===== src/rtl/pll_scan_pkg.sv =====
// Package: shared types of the PLL scan sequencer.
// Assumes: nothing; it holds only the state encoding.
package pll_scan_pkg;

    // Sequencer phases, in the order in which they are visited.
    typedef enum logic [3:0] {
        ST_IDLE,
        ST_FETCH,
        ST_CAPTURE,
        ST_SHIFT,
        ST_GAP,
        ST_UPDATE,
        ST_WAIT_DONE,
        ST_RESET_PULSE,
        ST_FINISH
    } seq_state_t;

endpackage


===== src/rtl/pll_scan_shreg.sv =====
// Module: pll_scan_shreg
// Holds the configuration image and shifts it out MSB first, one bit
// per cycle in which shift_en is high. A down counter marks the last bit.
// Assumes: load and shift_en are never high together; a shift phase is
// always preceded by a load.
module pll_scan_shreg #(
    parameter int CHAIN_LEN = 144
) (
    input  logic                 clk,
    input  logic                 rst_n,
    input  logic                 load,
    input  logic                 shift_en,
    input  logic [CHAIN_LEN-1:0] image,
    output logic                 serial_bit,
    output logic                 last_bit
);
    localparam int CNT_W = $clog2(CHAIN_LEN);
    localparam logic [CNT_W-1:0] CNT_TOP = CNT_W'(CHAIN_LEN - 1);

    logic [CHAIN_LEN-1:0] shreg;
    logic [CNT_W-1:0]     bits_left;

    // Capture the image on load, otherwise move it one place towards the MSB.
    always_ff @(posedge clk) begin
        if (!rst_n) begin
            shreg <= '0;
        end else if (load) begin
            shreg <= image;
        end else if (shift_en) begin
            shreg <= {shreg[CHAIN_LEN-2:0], 1'b0};
        end
    end

    // Count the bits still to be sent, reloading at the image capture.
    always_ff @(posedge clk) begin
        if (!rst_n) begin
            bits_left <= '0;
        end else if (load) begin
            bits_left <= CNT_TOP;
        end else if (shift_en && bits_left != '0) begin
            bits_left <= bits_left - 1'b1;
        end
    end

    assign serial_bit = shreg[CHAIN_LEN-1];
    assign last_bit   = (bits_left == '0);

endmodule


===== src/rtl/pll_scan_donemon.sv =====
// Module: pll_scan_donemon
// Watches the PLL scan-done pin for a rising edge and times the wait.
// Assumes: scandone is synchronous to clk. The previous value resets
// high so that a level which is already high is never taken for an edge.
module pll_scan_donemon #(
    parameter int TMO_W = 16
) (
    input  logic             clk,
    input  logic             rst_n,
    input  logic             scandone,
    input  logic             arm,
    input  logic             watch,
    input  logic [TMO_W-1:0] limit,
    output logic             rise,
    output logic             expired
);
    logic             done_prev;
    logic [TMO_W-1:0] wait_cnt;

    // Keep last cycle's scan-done level for edge detection.
    always_ff @(posedge clk) begin
        if (!rst_n) begin
            done_prev <= 1'b1;
        end else begin
            done_prev <= scandone;
        end
    end

    // Clear on arm, then count the watch cycles, saturating at the top.
    always_ff @(posedge clk) begin
        if (!rst_n) begin
            wait_cnt <= '0;
        end else if (arm) begin
            wait_cnt <= '0;
        end else if (watch && wait_cnt != {TMO_W{1'b1}}) begin
            wait_cnt <= wait_cnt + 1'b1;
        end
    end

    assign rise    = scandone & ~done_prev;
    assign expired = watch && (wait_cnt == limit);

endmodule


===== src/rtl/pll_scan_fsm.sv =====
// Module: pll_scan_fsm
// Sequences fetch, shift, gap, update, wait, PLL reset and finish.
// It decodes the pin-level controls from the state register.
// Assumes: rise takes priority over expired in the same cycle.
module pll_scan_fsm
    import pll_scan_pkg::*;
(
    input  logic clk,
    input  logic rst_n,
    input  logic start,
    input  logic last_bit,
    input  logic rise,
    input  logic expired,
    output logic busy,
    output logic done,
    output logic timeout_err,
    output logic rom_rd,
    output logic load,
    output logic shift_en,
    output logic configupdate,
    output logic arm,
    output logic watch,
    output logic areset
);
    seq_state_t state, nxt;

    // Advance the sequencer.
    always_ff @(posedge clk) begin
        if (!rst_n) begin
            state <= ST_IDLE;
        end else begin
            state <= nxt;
        end
    end

    // Choose the next phase.
    always_comb begin
        nxt = state;
        unique case (state)
            ST_IDLE:        if (start) nxt = ST_FETCH;
            ST_FETCH:       nxt = ST_CAPTURE;
            ST_CAPTURE:     nxt = ST_SHIFT;
            ST_SHIFT:       if (last_bit) nxt = ST_GAP;
            ST_GAP:         nxt = ST_UPDATE;
            ST_UPDATE:      nxt = ST_WAIT_DONE;
            ST_WAIT_DONE: begin
                if (rise)         nxt = ST_RESET_PULSE;
                else if (expired) nxt = ST_IDLE;
            end
            ST_RESET_PULSE: nxt = ST_FINISH;
            ST_FINISH:      nxt = ST_IDLE;
            default:        nxt = ST_IDLE;
        endcase
    end

    // Sticky timeout flag, cleared by an accepted start.
    always_ff @(posedge clk) begin
        if (!rst_n) begin
            timeout_err <= 1'b0;
        end else if (state == ST_IDLE && start) begin
            timeout_err <= 1'b0;
        end else if (state == ST_WAIT_DONE && !rise && expired) begin
            timeout_err <= 1'b1;
        end
    end

    assign busy         = (state != ST_IDLE);
    assign rom_rd       = (state == ST_FETCH);
    assign load         = (state == ST_CAPTURE);
    assign shift_en     = (state == ST_SHIFT);
    assign configupdate = (state == ST_UPDATE);
    assign arm          = (state == ST_UPDATE);
    assign watch        = (state == ST_WAIT_DONE);
    assign areset       = (state == ST_RESET_PULSE);
    assign done         = (state == ST_FINISH);

endmodule


===== src/rtl/pll_scan_seq.sv =====
// Module: pll_scan_seq (top)
// Reconfigures a PLL through its serial scan chain: ROM fetch, MSB-first
// shift, update strobe, scan-done edge wait with timeout, one-cycle reset.
// Assumes: the ROM returns data one cycle after rom_rd, and all PLL scan
// pins share clk.
module pll_scan_seq #(
    parameter int CHAIN_LEN = 144,
    parameter int TMO_W     = 16
) (
    input  logic                 clk,
    input  logic                 rst_n,
    input  logic                 start,
    input  logic [TMO_W-1:0]     timeout_limit,
    output logic                 busy,
    output logic                 done,
    output logic                 timeout_err,
    output logic                 rom_rd,
    input  logic [CHAIN_LEN-1:0] rom_data,
    output logic                 scandata,
    output logic                 scanclkena,
    output logic                 configupdate,
    input  logic                 scandone,
    output logic                 areset
);
    logic load, shift_en, last_bit, serial_bit;
    logic arm, watch, rise, expired;

    pll_scan_fsm u_fsm (
        .clk          (clk),
        .rst_n        (rst_n),
        .start        (start),
        .last_bit     (last_bit),
        .rise         (rise),
        .expired      (expired),
        .busy         (busy),
        .done         (done),
        .timeout_err  (timeout_err),
        .rom_rd       (rom_rd),
        .load         (load),
        .shift_en     (shift_en),
        .configupdate (configupdate),
        .arm          (arm),
        .watch        (watch),
        .areset       (areset)
    );

    pll_scan_shreg #(.CHAIN_LEN(CHAIN_LEN)) u_shreg (
        .clk        (clk),
        .rst_n      (rst_n),
        .load       (load),
        .shift_en   (shift_en),
        .image      (rom_data),
        .serial_bit (serial_bit),
        .last_bit   (last_bit)
    );

    pll_scan_donemon #(.TMO_W(TMO_W)) u_donemon (
        .clk      (clk),
        .rst_n    (rst_n),
        .scandone (scandone),
        .arm      (arm),
        .watch    (watch),
        .limit    (timeout_limit),
        .rise     (rise),
        .expired  (expired)
    );

    assign scanclkena = shift_en;
    assign scandata   = serial_bit & shift_en;

endmodule


===== config.mk =====
export PLATFORM = sky130hd
export DESIGN_NAME = pll_scan_seq
export DESIGN_NICKNAME = d
export VERILOG_FILES = /design/src/rtl/pll_scan_pkg.sv /design/src/rtl/pll_scan_shreg.sv /design/src/rtl/pll_scan_donemon.sv /design/src/rtl/pll_scan_fsm.sv /design/src/rtl/pll_scan_seq.sv
export SDC_FILE = /design/constraint.sdc
export NUM_CORES = 1
export LEC_CHECK = 0
export BUFFER_PORTS_ARGS = -buffer_cell sky130_fd_sc_hd__clkbuf_2
export CAP_MARGIN = 20
export CELL_PAD_IN_SITES_DETAIL_PLACEMENT = 0
export CELL_PAD_IN_SITES_GLOBAL_PLACEMENT = 1
export CORE_ASPECT_RATIO = 0.7
export CORE_MARGIN = 10
export CORE_UTILIZATION = 40
export CTS_BUF_LIST = sky130_fd_sc_hd__clkbuf_2
export DETAILED_ROUTE_END_ITERATION = 7
export GPL_ROUTABILITY_DRIVEN = 0
export PLACE_DENSITY = 0.79
export SLEW_MARGIN = 20
export SYNTH_ARGS = -nofsm -noshare
export SYNTH_HDL_FRONTEND = slang
export SYNTH_HIERARCHICAL = 1
export SYNTH_SLANG_ARGS = --single-unit

===== constraint.sdc =====
create_clock -name clk -period 2.65 [get_ports clk]
set_clock_uncertainty 0.2 [all_clocks]
set_input_delay 0.53 -clock clk [delete_from_list [all_inputs] [get_ports clk]]
set_output_delay 0.53 -clock clk [all_outputs]
set_load 0.02 [all_outputs]

### Word-level counts from Yosys, hierarchy flattened

Index checks and enable logic that the tools add are counted.

| operators by class | value |
|---|---|
| $add $sub $neg | 2 |
| eq/ne operators | 13 |
| multiplexer cells | 9 |
| bitwise logic cells | 4 |
| reductions and logical operators | 17 |

Operator list:

| kind | number |
|---|---|
| $mux W144 | 2 |
| $pmux W4 S8 | 1 |
| $add A16 B1 Y16 const B | 1 |
| $eq A16 B16 Y1 | 1 |
| $eq A4 B3 Y1 const B | 4 |
| $mux W4 | 4 |
| $mux W8 | 2 |
| $ne A16 B16 Y1 const B | 1 |
| $eq A4 B2 Y1 const B | 2 |
| $logic_not A8 Y1 | 1 |
| $reduce_bool A8 Y1 | 1 |
| $sub A8 B1 Y8 const B | 1 |
| $logic_and A1 B1 Y1 | 6 |
| $reduce_or A2 Y1 | 3 |
| $eq A4 B1 Y1 const B | 1 |
| $eq A4 B4 Y1 const B | 1 |
| $logic_not A4 Y1 | 1 |
| $reduce_bool A2 Y1 | 2 |
| $reduce_bool A4 Y1 | 1 |
| $ne A3 B3 Y1 const B | 1 |
| $reduce_and A3 Y1 | 1 |
| $and A1 B1 Y1 | 2 |
| $ne A2 B1 Y1 const B | 1 |
| $ne A2 B2 Y1 const B | 1 |
| 2 further kinds | 3 |

| word-level totals | value |
|---|---|
| flip-flop bits (word level) | 174 |
| input bits | 164 |
| output and inout port bits | 8 |
| word-level logic and storage cells | 52 |

### Longest topological paths before layout

| depth | value |
|---|---|
| depth after elaboration | 5 |
| gate-level depth with buffers | 9 |
| depth with buffers taken out | 8 |

### By module

Netlist, hierarchy kept.

By module, submodules not included:

| module | instances | cells an instance | area an instance (um^2) | sequential area each (um^2) |
|---|---|---|---|---|
| pll_scan_shreg | 1 | 692 | 7025.5 | 3042.9 |
| pll_scan_donemon | 1 | 133 | 1093.5 | 340.3 |
| pll_scan_fsm | 1 | 48 | 329.1 | 100.1 |
| pll_scan_seq | 1 | 1 | 6.3 | 0.0 |

### Worst setup path before layout

Ideal clock, no wire load.

| path | value |
|---|---|
| path type | reg2reg |
| start point | reg u_fsm.state[0] |
| end point | reg u_shreg.shreg[121] |
| setup time | 117 ps |
| arrival time | 2085 ps |
| data required time | 2333 ps |
| setup slack | 248 ps |
| stages on the path, launching flop included | 10 |
| buffers on the path | 4 |
| clock period less this slack | 2402 ps |
| cell sequence | dfxtp_1 -> buf_2 -> nand3_1 -> nor2_1 -> buf_4 -> buf_2 -> buf_1 -> mux2i_1 -> nand2_1 -> o211a_1 |

| on the way | value |
|---|---|
| longest elaborated chain between the ends | 2 |
| elaborated cells on any way between the ends | 4 |
| those cells by class | eq/ne: 2; mux: 1; reduce/logical: 1 |

Ends and longest elaborated chain:

| element | RTL line | text |
|---|---|---|
| start: declaration | pll_scan_fsm.sv:25 | `seq_state_t state, nxt;` |
| start signal: assignment | pll_scan_fsm.sv:32 | `state <= nxt;` |
| $eq A4 B2 Y1 | pll_scan_fsm.sv:70 | `assign shift_en = (state == ST_SHIFT);` |
| net scanclkena | pll_scan_seq.sv:20 | `output logic scanclkena,` |
| $reduce_bool A2 Y1 (no source line) | -- |  |
| end signal: assignment | pll_scan_shreg.sv:28 | `shreg <= image;` |
| end signal: assignment | pll_scan_shreg.sv:30 | `shreg <= {shreg[CHAIN_LEN-2:0], 1'b0};` |
| end: declaration | pll_scan_shreg.sv:20 | `logic [CHAIN_LEN-1:0] shreg;` |

The timed path passes the listed nets, and every way through them passes these cells.
A chain may end at the register's enable or synchronous reset.

### Final worst setup path

| path | value |
|---|---|
| start point | reg u_fsm.state[3] |
| end point | out configupdate |

| on the way | value |
|---|---|
| longest elaborated chain between the ends | 1 |

Ends and longest elaborated chain:

| element | RTL line | text |
|---|---|---|
| $eq A4 B3 Y1 | pll_scan_fsm.sv:71 | `assign configupdate = (state == ST_UPDATE);` |
| end: declaration | pll_scan_seq.sv:21 | `output logic configupdate,` |

No other way between the ends.

==> out/qor.csv <==
metric,value,unit
status,completed,
worst hold path class,input port to flip-flop,
maximum VDD drop,0.324,mV
met1 global-route usage,20.7,%
"Data required, critical path",1.92,ns
Final min period,2.51,ns
Max-slew headroom,37.9,%
power per cell area,505,nW/um2
CP endpoint kind,output port,
final WL,22300,um
# IOs,172,
initial antenna violation count,5,
#FFs+latches synth,174,
Switch Pwr,1.78,mW
layout cells sized above 1,20.2,%
Via Count,7276,
Final Hold Viols,0,
Logic pwr share,22.9,%
DRC,0,
Worst-path clk slew,0.25,ns
Sw Share,31.1,%
first-pass GRT wire length,35900,um
Post-DP HPWL,14200,um
total die area,27400,um2
synth warn,6,
vias per inst,5.02,
crit path kind,flip-flop to output port,
clock share of power,23.8,%
Worst-Skew Late Latency,0.76,ns
Setup Viol. Count Final,0,
crit path DAT,1.78,ns
CTS Buffer Depth,2,
Tcrit/Tclk final,94.8,%
setup TNS,0,ns
CP Max Fanout,5,
TritonCTS Buffers,17,
Final Instance Count excl. Fillers,1448,
initial core utilization,40.7,%
Leakage,6.00,nW
max frequency,398,MHz
"Seq/Total Area, Yosys",41.2,%
routing usage on met2,24.4,%
Worst Tran Pin Value,0.929,ns
CTS tree,done,
fin. max-slew vios,0,
slowest CP cell,dfxtp_4,
DIE WIDTH,194,um
post-route ant nets,0,
fillers,1834,
Final Hold Slack,0.218,ns
Seq. cell area,3500,um2
Row Count,44,
DR pass1 iterations,4,
CTS root buffer,clkbuf_2,
unrepaired setup endpoints after global routing,yes,
Port Buffer Count,171,
MaxCap Viol Count,0,
area of the mapped netlist,8450,um2
Syn Inst Count,874,
Tot GR Track Use,15.6,%
nets@finish,1320,
Internal,3.93,mW
Die Y-Extent,142,um
Routed WL per cell,15.4,um
Synth Area per Inst,9.67,um2
sequential fraction of design power,53.3,%
placed cells,1261,
Mapped Nets,1041,
multi-input combinational cell area,4620,um2
Finished Core Util,54.5,%
core area,20800,um2
Top Usage Layer GRT,met2,
# H-tree levels,4,
Critical Path Max Stage Delay,0.42,ns
gr ovfl total,0,
largest net degree at the start of global routing,154,
DRT iter0 DRCs,459,
startpoint types,flip-flop,
Synth cell types,51,
Sink Count,174,
crit-path cells,"buf_4, nor3_2, clkbuf_2",
vias in the first global route,7032,
met3 global-route usage,4.59,%
Area growth syn-to-layout,33.8,%
[cell type report]
type / instances / area share [%]
Multi-Input combinational cell: 612 / 40.8
Sequential cell: 174 / 30.9
Timing Repair Buffer: 336 / 22.6
Tap cell: 276 / 3.05
Clock inverter: 15 / 1.24
Clock buffer: 17 / 0.752
Inverter: 12 / 0.465
Antenna cell: 6 / 0.133
[layer usage]
metal / up-vias / part of all wire (%)
li1: 3793 / -
met1: 3330 / 49
met2: 138 / 45
met3: 15 / 5.2
met4: 0 / 0.91
met5: - / 0
[cells in the final DEF, fill, tap and decap left out, types with 4 or more instances in the layout]
cell type | netlist | final
clkbuf_2 | 1 | 185
dfxtp_1 | 174 | 170
nand2_1 | 160 | 160
dlygate4sd3_1 | 0 | 147
o211a_1 | 144 | 144
mux2i_1 | 144 | 144
xor2_1 | 16 | 16
buf_4 | 4 | 14
a21oi_1 | 13 | 13
nor3_1 | 12 | 11
nor2_1 | 12 | 11
inv_1 | 11 | 10
nor4_1 | 11 | 10
nand3_1 | 11 | 10
buf_12 | 0 | 7
a31oi_1 | 7 | 7
o21ai_0 | 7 | 7
or4_1 | 7 | 7
diode_2 | 0 | 6
nand4_1 | 6 | 6
nand2b_1 | 5 | 5
and3_1 | 5 | 5
inv_6 | 0 | 4
nor2b_1 | 4 | 4
dfxtp_4 | 0 | 4
[synth_stat cells (all sizes together)]
master    n  area, um2
clkbuf   45        170
a311oi    2       17.5
clkinv    1       3.75
and4      1       8.76
nor3     13       70.1
or4b      1       10.0
o211a   144       1440
o41ai     3       26.3
nor2     12       45.0
or3       3       18.8
dfxtp   174       3480
or4       8       63.8
nand4     7       58.8
mux2i   144       1440
buf      31        163
or3b      3       26.3
o21ai    10       50.0
and3      5       31.3
o2111a    2       22.5
nand2b    5       31.3
a2111o    1       11.3
o311ai    3       26.3
o211ai    3       22.5
a22oi     1       7.51
nand2   160        601
o21a      3       22.5
xor2     16        140
xnor2     1       8.76
nor2b     4       25.0
a21oi    13       65.1
ha        3       37.5
o31ai     3       22.5
and2      3       18.8
nor4     11       68.8
inv      11       41.3
a31oi     7       43.8
a211o     2       18.8
nand3    11       55.1
a32oi     1       8.76
nor3b     2       15.0
o221a     1       11.3
[per-stage QoR]
step	total power, mW	worst slack (ns)	area, um2
floorplan	3.88	0.248	8450
global placement	4.20	0.336	9550
detailed placement	4.22	0.326	9550
CTS	5.78	-0.0634	11300
global route	6.04	-0.0264	11300
finish	5.71	0.139	11300
[logic make-up after synthesis]
logic type	synth area share, %
buffers and inverters	4.47
adder cells (fa/ha/maj)	0.444
XOR/XNOR	1.76
multiplexers	17.0
AND/OR/NAND/NOR	13.6
AO/OA/AOI/OAI	21.5
flip-flops	41.2
[repair_timing]
action	in CTS	in global routing
endpoints found under the setup margin	6	5
pin swaps	1	1
buffers inserted	1	1
endpoints found under the hold margin	151	0
resized for setup	4	13
hold buffers	147	0
[registers in the layout, indices dropped and copies added (netlist names)]
register,count
u_fsm/timeout_err,1
u_shreg/bits_left,8
u_fsm/state,4
u_donemon/done_prev,1
u_donemon/wait_cnt,16
u_shreg/shreg,144
[power by group through the flow]
stage               clock (mW)  combinational, mW  sequential, mW
floorplan                    0              0.847            3.04
global placement             0               1.12            3.09
detailed placement           0               1.13            3.09
CTS                       1.43               1.31            3.04
global route              1.51               1.46            3.08
finish                    1.36               1.31            3.04
[path summary, 6_finish.rpt]
kind                                       startpoint                     to  slack, ns  cells past startpoint
worst max-delay path                   u_fsm/state[3]           configupdate       0.14                      3
worst max register to register  u_donemon/wait_cnt[1]  u_donemon/wait_cnt[2]       0.40                      5
worst min register to register   u_shreg/bits_left[4]   u_shreg/bits_left[4]       0.31                      2
worst min-delay path                 timeout_limit[9]      u_fsm/timeout_err       0.22                      5
[worst max-delay path, delay by kind of cell, from the launching register on]
family | cells | cell delay (ns)
flops | 1 | 0.42
simple gates | 1 | 0.26
buf+inv | 2 | 0.36
(Power assumes the default switching activity.)
